[config.mk]
export PLATFORM = sky130hd
export DESIGN_NAME = burst_col_seq
export DESIGN_NICKNAME = d
export VERILOG_FILES = /design/src/rtl/bcs_pkg.sv /design/src/rtl/bcs_mode_decode.sv /design/src/rtl/bcs_ctrl.sv /design/src/rtl/bcs_col_gen.sv /design/src/rtl/burst_col_seq.sv
export SDC_FILE = /design/constraint.sdc
export NUM_CORES = 1
export LEC_CHECK = 0
export BUFFER_PORTS_ARGS = -buffer_cell sky130_fd_sc_hd__buf_2
export CORE_ASPECT_RATIO = 1.4
export CORE_MARGIN = 1.5
export CORE_UTILIZATION = 50
export CTS_CLUSTER_DIAMETER = 60
export CTS_CLUSTER_SIZE = 25
export DETAILED_ROUTE_END_ITERATION = 12
export GPL_TIMING_DRIVEN = 0
export PLACE_DENSITY = 0.71
export SLEW_MARGIN = 20
export SYNTH_ARGS = -nofsm -noshare
export SYNTH_HDL_FRONTEND = slang
export SYNTH_HIERARCHICAL = 1
export SYNTH_SLANG_ARGS = --single-unit
[constraint.sdc]
create_clock -name clk -period 3.2 [get_ports clk]
set_input_delay 0.64 -clock clk [delete_from_list [all_inputs] [get_ports clk]]
set_output_delay 0.64 -clock clk [all_outputs]
set_load 0.01 [all_outputs]
[src/rtl/bcs_pkg.sv]
package bcs_pkg;
  localparam int unsigned COL_W   = 9;
  localparam int unsigned CODE_W  = 3;

  // burst length codes
  localparam logic [CODE_W-1:0] LEN_1   = 3'd0;
  localparam logic [CODE_W-1:0] LEN_2   = 3'd1;
  localparam logic [CODE_W-1:0] LEN_4   = 3'd2;
  localparam logic [CODE_W-1:0] LEN_8   = 3'd3;
  localparam logic [CODE_W-1:0] LEN_ROW = 3'd7;

  typedef enum logic {
    ST_IDLE = 1'b0,
    ST_RUN  = 1'b1
  } seq_state_e;
endpackage

[src/rtl/bcs_mode_decode.sv]
module bcs_mode_decode
  import bcs_pkg::*;
#(
  parameter int unsigned COL_W  = bcs_pkg::COL_W,
  parameter int unsigned CODE_W = bcs_pkg::CODE_W
) (
  input  logic [CODE_W-1:0] code_i,
  input  logic              ilv_i,
  output logic [COL_W-1:0]  mask_o,
  output logic              full_o,
  output logic              ilv_eff_o,
  output logic              illegal_o
);
  localparam logic [COL_W-1:0] ONES = {COL_W{1'b1}};

  always_comb begin
    full_o = 1'b0;
    unique case (code_i)
      LEN_2:   mask_o = COL_W'(1);
      LEN_4:   mask_o = COL_W'(3);
      LEN_8:   mask_o = COL_W'(7);
      LEN_ROW: begin
        mask_o = ONES;
        full_o = 1'b1;
      end
      default: mask_o = '0;   // length 1 and unused codes
    endcase
  end

  // interleaving is refused for full-row bursts
  assign illegal_o = full_o & ilv_i;
  assign ilv_eff_o = ilv_i & ~full_o;
endmodule

[src/rtl/bcs_ctrl.sv]
module bcs_ctrl
  import bcs_pkg::*;
#(
  parameter int unsigned COL_W = bcs_pkg::COL_W
) (
  input  logic             clk,
  input  logic             rst_n,
  input  logic             start_i,
  input  logic             term_i,
  input  logic [COL_W-1:0] start_col_i,
  input  logic [COL_W-1:0] mask_i,
  input  logic             full_i,
  input  logic             ilv_i,
  input  logic             illegal_i,
  output logic             active_o,
  output logic             last_o,
  output logic [COL_W-1:0] base_o,
  output logic [COL_W-1:0] cnt_o,
  output logic [COL_W-1:0] mask_o,
  output logic             full_o,
  output logic             ilv_o,
  output logic             illegal_o
);
  seq_state_e       state_q, state_d;
  logic [COL_W-1:0] cnt_q, cnt_d;
  logic             cnt_en;
  logic             ld_en;
  logic [COL_W-1:0] base_q, mask_q;
  logic             full_q, ilv_q, illegal_q;
  logic             at_end;

  assign at_end = ~full_q & (cnt_q == mask_q);

  always_comb begin
    state_d = state_q;
    cnt_d   = cnt_q;
    cnt_en  = 1'b0;
    ld_en   = 1'b0;
    if (start_i) begin
      state_d = ST_RUN;
      cnt_d   = '0;
      cnt_en  = 1'b1;
      ld_en   = 1'b1;
    end else if (term_i) begin
      state_d = ST_IDLE;
    end else if (state_q == ST_RUN) begin
      if (at_end) begin
        state_d = ST_IDLE;
      end else begin
        cnt_d  = cnt_q + COL_W'(1);
        cnt_en = 1'b1;
      end
    end
  end

  always_ff @(posedge clk or negedge rst_n) begin
    if (!rst_n) begin
      state_q <= ST_IDLE;
    end else begin
      state_q <= state_d;
    end
  end

  always_ff @(posedge clk or negedge rst_n) begin
    if (!rst_n) begin
      cnt_q <= '0;
    end else if (cnt_en) begin
      cnt_q <= cnt_d;
    end
  end

  always_ff @(posedge clk or negedge rst_n) begin
    if (!rst_n) begin
      base_q    <= '0;
      mask_q    <= '0;
      full_q    <= 1'b0;
      ilv_q     <= 1'b0;
      illegal_q <= 1'b0;
    end else if (ld_en) begin
      base_q    <= start_col_i;
      mask_q    <= mask_i;
      full_q    <= full_i;
      ilv_q     <= ilv_i;
      illegal_q <= illegal_i;
    end
  end

  assign active_o  = (state_q == ST_RUN);
  assign last_o    = active_o & at_end;
  assign base_o    = base_q;
  assign cnt_o     = cnt_q;
  assign mask_o    = mask_q;
  assign full_o    = full_q;
  assign ilv_o     = ilv_q;
  assign illegal_o = active_o & illegal_q;
endmodule

[src/rtl/bcs_col_gen.sv]
module bcs_col_gen #(
  parameter int unsigned COL_W = bcs_pkg::COL_W
) (
  input  logic [COL_W-1:0] base_i,
  input  logic [COL_W-1:0] cnt_i,
  input  logic [COL_W-1:0] mask_i,
  input  logic             ilv_i,
  output logic [COL_W-1:0] col_o
);
  logic [COL_W-1:0] sum;

  // carries from the low bits only reach masked positions above them
  assign sum = base_i + cnt_i;

  for (genvar b = 0; b < COL_W; b++) begin : g_bit
    logic moving;
    assign moving   = ilv_i ? (base_i[b] ^ cnt_i[b]) : sum[b];
    assign col_o[b] = mask_i[b] ? moving : base_i[b];
  end
endmodule

[src/rtl/burst_col_seq.sv]
module burst_col_seq
  import bcs_pkg::*;
#(
  parameter int unsigned COL_W  = bcs_pkg::COL_W,
  parameter int unsigned CODE_W = bcs_pkg::CODE_W
) (
  input  logic              clk,
  input  logic              rst_n,
  input  logic              start_i,
  input  logic [COL_W-1:0]  start_col_i,
  input  logic [CODE_W-1:0] blen_i,
  input  logic              ilv_i,
  input  logic              term_i,
  output logic [COL_W-1:0]  col_o,
  output logic              beat_vld_o,
  output logic              last_o,
  output logic              illegal_o
);
  logic [COL_W-1:0] dec_mask;
  logic             dec_full, dec_ilv, dec_illegal;
  logic [COL_W-1:0] base_q, cnt_q, mask_q;
  logic             full_q, ilv_q;

  bcs_mode_decode #(.COL_W(COL_W), .CODE_W(CODE_W)) u_dec (
    .code_i    (blen_i),
    .ilv_i     (ilv_i),
    .mask_o    (dec_mask),
    .full_o    (dec_full),
    .ilv_eff_o (dec_ilv),
    .illegal_o (dec_illegal)
  );

  bcs_ctrl #(.COL_W(COL_W)) u_ctrl (
    .clk         (clk),
    .rst_n       (rst_n),
    .start_i     (start_i),
    .term_i      (term_i),
    .start_col_i (start_col_i),
    .mask_i      (dec_mask),
    .full_i      (dec_full),
    .ilv_i       (dec_ilv),
    .illegal_i   (dec_illegal),
    .active_o    (beat_vld_o),
    .last_o      (last_o),
    .base_o      (base_q),
    .cnt_o       (cnt_q),
    .mask_o      (mask_q),
    .full_o      (full_q),
    .ilv_o       (ilv_q),
    .illegal_o   (illegal_o)
  );

  bcs_col_gen #(.COL_W(COL_W)) u_gen (
    .base_i (base_q),
    .cnt_i  (cnt_q),
    .mask_i (mask_q),
    .ilv_i  (ilv_q),
    .col_o  (col_o)
  );
endmodule

# Yosys cells after proc, flatten, opt, wreduce, memory -nomap -nowiden
# Index checks and enable logic that the tools add are counted.
# W data, S select, Z words.
# classes
mux,29
n_eq_ne,7
mul,0
bitwise,16
n_reduce_logical,2
n_addsub,2
shift,0
n_div,0
magnitude_cmp,0
# ops
operator,count
$mux W9,4
$pmux W9 S4,1
$mux W1,24
$add A9 B1 Y9 const B,1
$add A9 B9 Y9,1
$eq A9 B9 Y1,1
$xor A1 B1 Y1,9
$eq A3 B2 Y1 const B,2
$and A1 B1 Y1,5
$ne A2 B2 Y1 const B,2
$reduce_and A4 Y1,1
$eq A3 B1 Y1 const B,1
$eq A3 B3 Y1 const B,1
$not A1 Y1,2
$reduce_bool A2 Y1,1
# totals
latchBits,0
memories,0
output_inout_bits,12
reg_bits,31
ram_bits,0
rom_bits,0
input_bits,17
wordCells,63

# Depth between registers and ports, before layout
# Gate-level depths: netlist of the first run.
# logic_depth
word_depth,7
depth_mapped,7
ltp_nobuf,7

# By module
# The synthesis of the first run kept the hierarchy.
# modules_own_cells
mod,seq_area_each_um2,area_each_um2,cells_per_inst,instances
bcs_ctrl,775.7,1470.2,111,1
bcs_col_gen,0.0,464.2,61,1
bcs_mode_decode,0.0,97.6,14,1

# Worst setup path after synthesis of the first run
# Ideal clock, no wire load.
# synth_timing
path_kind,flip-flop to output port
startpoint,"reg u_ctrl.cnt_q[0], in the netlist u_ctrl/cnt_o[0]"
endpoint,out col_o[8]
setup_slack_ns,0.398
path_stages_with_launch,8
n_path_buf,0
required_ns,2.560
arrival_time_ns,2.162
path_cell_list,dfrtp_1 > ha_1 > fa_1 > a211oi_1 > o32ai_2 > a31oi_1 > mux2i_1 > xor2_1
# synth_via
elab_chain_len,3
# synth_rtl
item,line_no,rtl
from (decl),bcs_ctrl.sv:25,"logic [COL_W-1:0] cnt_q, cnt_d;"
from (signal assigned),bcs_ctrl.sv:68,cnt_q <= cnt_d;
$add A9 B9 Y9,bcs_col_gen.sv:13,assign sum = base_i + cnt_i;
$mux W1,bcs_col_gen.sv:17,assign moving = ilv_i ? (base_i[b] ^ cnt_i[b]) : sum[b];
$mux W1,bcs_col_gen.sv:18,assign col_o[b] = mask_i[b] ? moving : base_i[b];
to (decl),burst_col_seq.sv:14,"output logic [COL_W-1:0] col_o,"
# No other way between the ends.

# Worst setup path after layout of the first run
# Same ends and word-level chain as after synthesis.

==> flow_metrics.tcl, run 1 <==
set metrics [dict create \
    status "finished with violations" \
    violations "negative setup slack" \
    layout_commonest_cell "dfrtp_1" \
    fillers 336 \
    gp_congestion 0.814 \
    grt_pass1_vias 1441 \
    critical_path_class "reg2out" \
    antenna_found_initial 0 \
    rsz0062_at_grt "true" \
    clock_latency_ns 0.27 \
    grtUsageMet2_pct 35.5 \
    route.detailed.drc 0 \
    cap_viol_max_count 0 \
    ir_drop_uv 447 \
    cts_buffers 5 \
    cts.sinks 31 \
    numPortBuffers 27 \
    layout-drive-gt1-share_pct 37.5 \
    io_pins 29 \
    setup_slack_ns -0.00307 \
    yosys.area_share.simple_pct 15.5 \
    leakagePower_nw 1.12 \
    synthTopCellsByArea "dfrtp_1 38%, mux2_2 13%, ha_1 5.5%, xor2_1 4.3%, nor2_1 3.5%" \
    grt_remaining_overflow 0 \
    min_path_type "in2async" \
    cts_tree "done" \
    final_cell_mix "30 x dfrtp_1, 27 x buf_2, 23 x mux2_2" \
    htreeDepth 2 \
    netlist_area_mm2 0.00203 \
    ant_nets 0 \
    total_power_mw 0.994 \
    clock_skew_ns 0.00665 \
    viasPerCell 5.64 \
    synth_top_cell_area_share_pct 38.2 \
    grt_max_degree 32 \
    busiest_layer "met2" \
    fp.dieW_um 56.9 \
    required_ns 2.56 \
    synth_area_per_cell_um2 10.9 \
    rows 27 \
    async_flop_share_pct 100 \
    arrival_ns 2.56 \
    hold_viol_final 0 \
    ys_ff_latch 31 \
    synth_compound_area_share_pct 12.8 \
    tns_ns -0.00307 \
    vias 1507 \
    met1_usage_pct 24.3 \
    drt_pre_antenna_iters 4 \
    dp_hpwl_mm 2.96 \
    use_met3_pct 3.95 \
    nets 251 \
    track_usage_pct 19.9 \
    synthesis.nets 213 \
    routed_wl_mm 4.19 \
    core-area_mm2 0.00392 \
    synth_cell_type_count 45 \
    slew_headroom_pct 52.9 \
    antenna_cells 0 \
    grt_pass1_wl_mm 6.82 \
    power_density_mw_per_mm2 415 \
    timing.final.crit_share_pct 100 \
    startpoint_type "flop" \
    utilization_pct 61.1 \
    synth_mux_area_share_pct 15.8 \
    register_area_um2 777 \
    holdWs_ns 0.408 \
    stdcell_count 267 \
    fmax_ghz 0.312 \
    synth_top_cell_by_area "dfrtp_1" \
    crit_fanout 4 \
    netlist_instances 186 \
    slew_violations 0 \
    cts_root_buffer "clkbuf_8" \
    dieArea_mm2 0.00446 \
    die_y_um 78.4 \
    max-clock-path-buffers 2 \
    yosysWarnings 6 \
    fin_crit_ns 3.20 \
    post_drt_wl_per_cell_um 15.7 \
    place_inst 256 \
    critPathCaptureType "output port" \
    multiInputGateArea_mm2 0.00123 \
    drt-initial-drc-count 24 \
    syn2layout_area_growth_pct 17.8 \
    initial_core_util_pct 51.9 \
    synth_edf_count 0 \
    worst_slew_pin_slew_ns 0.706 \
    setup_viol 1 \
    synth_xor_area_share_pct 7.27 \
    synth_seq_area_share_pct 38.2 \
    synthAdderAreaFrac_pct 6.53 \
    ys.flop_type "dfrtp_1" \
    clkTransAtPathRegs_ns 0.07 \
    synth_top_family_by_area "multiplexers" \
]
-- final cells by class --
cell class	count	share of cell area [%]
multi-input combinational	142	51.4
clock inverter	1	0.209
clock buffer	6	3.45
timing repair buffer	31	6.90
tap	43	2.25
sequential	31	32.5
inverter	2	0.314
buffer	11	2.98
-- cells in the mapped netlist, types with 2 or more instances --
cell type and count:
mux2_1 2, xor2_1 10, xnor2_1 5, clkbuf_1 4, mux2i_1 4, a21oi_1 13
or2b_1 2, buf_4 6, a31o_1 4, nand2_1 9, nor2_1 19, ha_1 9
nand3_1 2, nand4_1 2, nor4_4 2, nand2b_1 3, mux2_2 23, a31oi_1 2
nor2b_1 5, dfrtp_1 31, inv_1 2, and2_1 3, and4_2 2
-- critical path, stage by stage, from the launching register on --
cell	delay [ns]
dfrtp_2	0.46
ha_4	0.18
fa_2	0.41
a211oi_4	0.31
o32ai_4	0.13
a31oi_4	0.20
mux2i_1	0.27
xor2_1	0.17
buf_2	0.15
-- registers in the layout, summed over array words and instances, names as in the netlist --
signal,flops
u_ctrl/base_o,9
u_ctrl/mask_o,9
u_ctrl/full_o,1
u_ctrl/active_o,1
u_ctrl/ilv_o,1
u_ctrl/illegal_q,1
u_ctrl/cnt_o,9
-- kinds of logic after synthesis --
group	count (synthesis)
simple gates	54
compound gates	33
flops	31
mux	29
xor+xnor	16
buf+inv	13
fa+ha+maj	10
-- stage by stage --
step	area, um^2	setup slack [ns]
after floorplan	2030	0.398
final	2390	-0.00307
after global routing	2390	-0.0541
after global placement	2220	0.0677
after detailed placement	2220	0.0538
after CTS	2330	0.0178
-- what timing repair did --
action	CTS	global route
hold buffers	0	0
resized for setup	4	5
buffers inserted	1	3
pin swaps	2	5
endpoints found under the setup margin	1	1
endpoints found under the hold margin	0	0
cloned	0	0
-- power by group --
part	total (mW)	switching, mW	internal (mW)
registers	0.451	0.0315	0.419
clock network	0.311	0.143	0.169
logic	0.232	0.119	0.113
-- final timing paths --
kind,start,endpoint,slack [ns],cells after the start
max reg2reg,u_ctrl/cnt_o[1],u_ctrl/cnt_o[3],1.15,5
min in group clk,u_ctrl/illegal_q,u_ctrl/illegal_q,0.50,1
min reg2reg,u_ctrl/illegal_q,u_ctrl/illegal_q,0.50,1
max in group asynchronous,rst_n,u_ctrl/cnt_o[0],2.29,1
min,rst_n,u_ctrl/base_o[5],0.41,1
max,u_ctrl/cnt_o[0],col_o[8],-0.003,8
-- per-layer routing --
layer	vias up	part of all wire (%)
li1	732	-
met1	743	45
met2	28	51
met3	4	2.8
met4	0	1.0
met5	-	0
Note: power is estimated with default switching activity, not from simulation.
==> run 2: changes to the inputs <==
- CORE_MARGIN: 1.5 -> default
==> flow_metrics.tcl, run 2 (synthesis gave the netlist of run 1 again) <==
set metrics [dict create \
    timing.final.crit_share_pct 96.6 \
    fp.dieW_um 55.9 \
    htreeDepth 2 \
    slew_headroom_pct 53.8 \
    stdcell_count 269 \
    power.internal_mw 0.680 \
    dieArea_mm2 0.00433 \
    power.share.sequential_pct 45.8 \
    syn2layout_area_growth_pct 16.1 \
    r2r_slack_ns 1.21 \
    power_density_mw_per_mm2 414 \
    numPortBuffers 27 \
    critical_path_class "reg2out" \
    max-clock-path-buffers 2 \
    worst_slew_pin_slew_ns 0.693 \
    clock_latency_ns 0.28 \
    swShare_pct 30.3 \
    antenna_cells 0 \
    dp_hpwl_mm 2.89 \
    status "completed" \
    startpoint_type "flop" \
    initial_core_util_pct 51.9 \
    place_inst 256 \
    nets 252 \
    rsz0062_at_grt "false" \
    worstReg2RegStart "u_ctrl/cnt_o[1]" \
    final_cell_mix "30 x dfrtp_1, 27 x buf_2, 23 x mux2_2" \
    routed_wl_mm 4.00 \
    timing.rr.end "u_ctrl/cnt_o[3]" \
    fin_crit_ns 3.09 \
    grt_remaining_overflow 0 \
    io_pins 29 \
    crit_fanout 2 \
    grt_max_degree 32 \
    drt-initial-drc-count 32 \
    clock_skew_ns 0.00265 \
    vias 1497 \
    cts.sinks 31 \
    min_path_type "in2async" \
    rows 27 \
    cts_buffers 5 \
    fillers 343 \
    hold_buffers 0 \
    gp_congestion 0.834 \
    slew_violations 0 \
    clkTransAtPathRegs_ns 0.07 \
    arrival_ns 2.45 \
    ir_drop_uv 286 \
    layout_commonest_cell "dfrtp_1" \
    register_area_um2 777 \
    setup_viol 0 \
    critPathCaptureType "output port" \
    grt_pass1_wl_mm 6.96 \
    cts_tree "done" \
    core-area_mm2 0.00392 \
    tns_ns 0 \
    drt_pre_antenna_iters 4 \
    viasPerCell 5.57 \
    multiInputGateArea_mm2 0.00119 \
    antenna_found_initial 0 \
    cts_root_buffer "clkbuf_8" \
    hold_viol_final 0 \
    layout-drive-gt1-share_pct 37.2 \
    route.detailed.drc 0 \
    required_ns 2.56 \
    die_y_um 77.4 \
    post_drt_wl_per_cell_um 14.9 \
    fmax_ghz 0.323 \
    ant_nets 0 \
    track_usage_pct 20.7 \
    leakagePower_nw 1.12 \
    grt_pass1_vias 1456 \
    cap_viol_max_count 0 \
    clkPwrFrac_pct 30.7 \
    reg2regPathDepth 5 \
    p_sw_mw 0.295 \
    pwr-share-comb_pct 23.4 \
]
-- run 2: metal layers --
layer  GRT usage [%]  share of wire (%)
met1            25.4                 44
met2            36.6                 52
met3            4.00                2.9
met4            5.85                1.3
met5               0                  0
-- run 2: worst max-delay path: stages (launching register included) --
cell	delay, ns
dfrtp_2	0.42
ha_1	0.22
fa_2	0.38
a211oi_4	0.24
o32ai_2	0.15
a31oi_1	0.22
mux2i_1	0.24
xor2_1	0.16
buf_2	0.15
-- run 2: how the worst max path moves through the flow --
stage | start | to | cells after the start
2_1_floorplan | u_ctrl/cnt_o[0] | col_o[8] | 7
3_3_place_gp | u_ctrl/cnt_o[0] | col_o[8] | 8
3_5_place_dp | u_ctrl/cnt_o[0] | col_o[8] | 8
4_1_cts | u_ctrl/cnt_o[0] | col_o[8] | 8
5_1_grt | u_ctrl/cnt_o[0] | col_o[8] | 8
6_report | u_ctrl/cnt_o[0] | col_o[8] | 8
-- run 2: final cells by class --
cell class	instances	area share [%]
plain buffers	11	3.02
clock buffers	5	2.92
clock inverters	3	0.637
inverters	2	0.318
multi-input cells	142	50.6
flip-flops and latches	31	32.9
well taps	43	2.28
repair buffers	32	7.32
-- run 2: power by group through the flow --
stage / Sequential [mW] / Clock [mW] / Combinational, mW
2_1_floorplan: 0.449 / 0 / 0.158
3_3_place_gp: 0.456 / 0 / 0.214
3_5_place_dp: 0.457 / 0 / 0.217
4_1_cts: 0.448 / 0.310 / 0.230
5_1_grt: 0.452 / 0.331 / 0.252
6_report: 0.447 / 0.300 / 0.229
-- run 2: through the flow --
stage	total power [mW]	cell area (um^2)	util, %	hold WS (ns)	worst slack [ns]
2_1_floorplan	0.607	2030	-	0.344	0.398
3_3_place_gp	0.670	2220	56.7	0.484	0.0755
3_5_place_dp	0.675	2220	56.7	0.489	0.0719
4_1_cts	0.988	2350	60.0	0.423	0.0514
5_1_grt	1.03	2360	60.2	0.452	0.0110
6_report	0.976	2360	60.2	0.398	0.108
-- run 2: timing repair --
action,4_1_cts,5_1_grt
resized for setup,3,1
setup endpoints to repair,2,1
gates cloned,0,0
pin swaps,2,0
buffers inserted,5,0
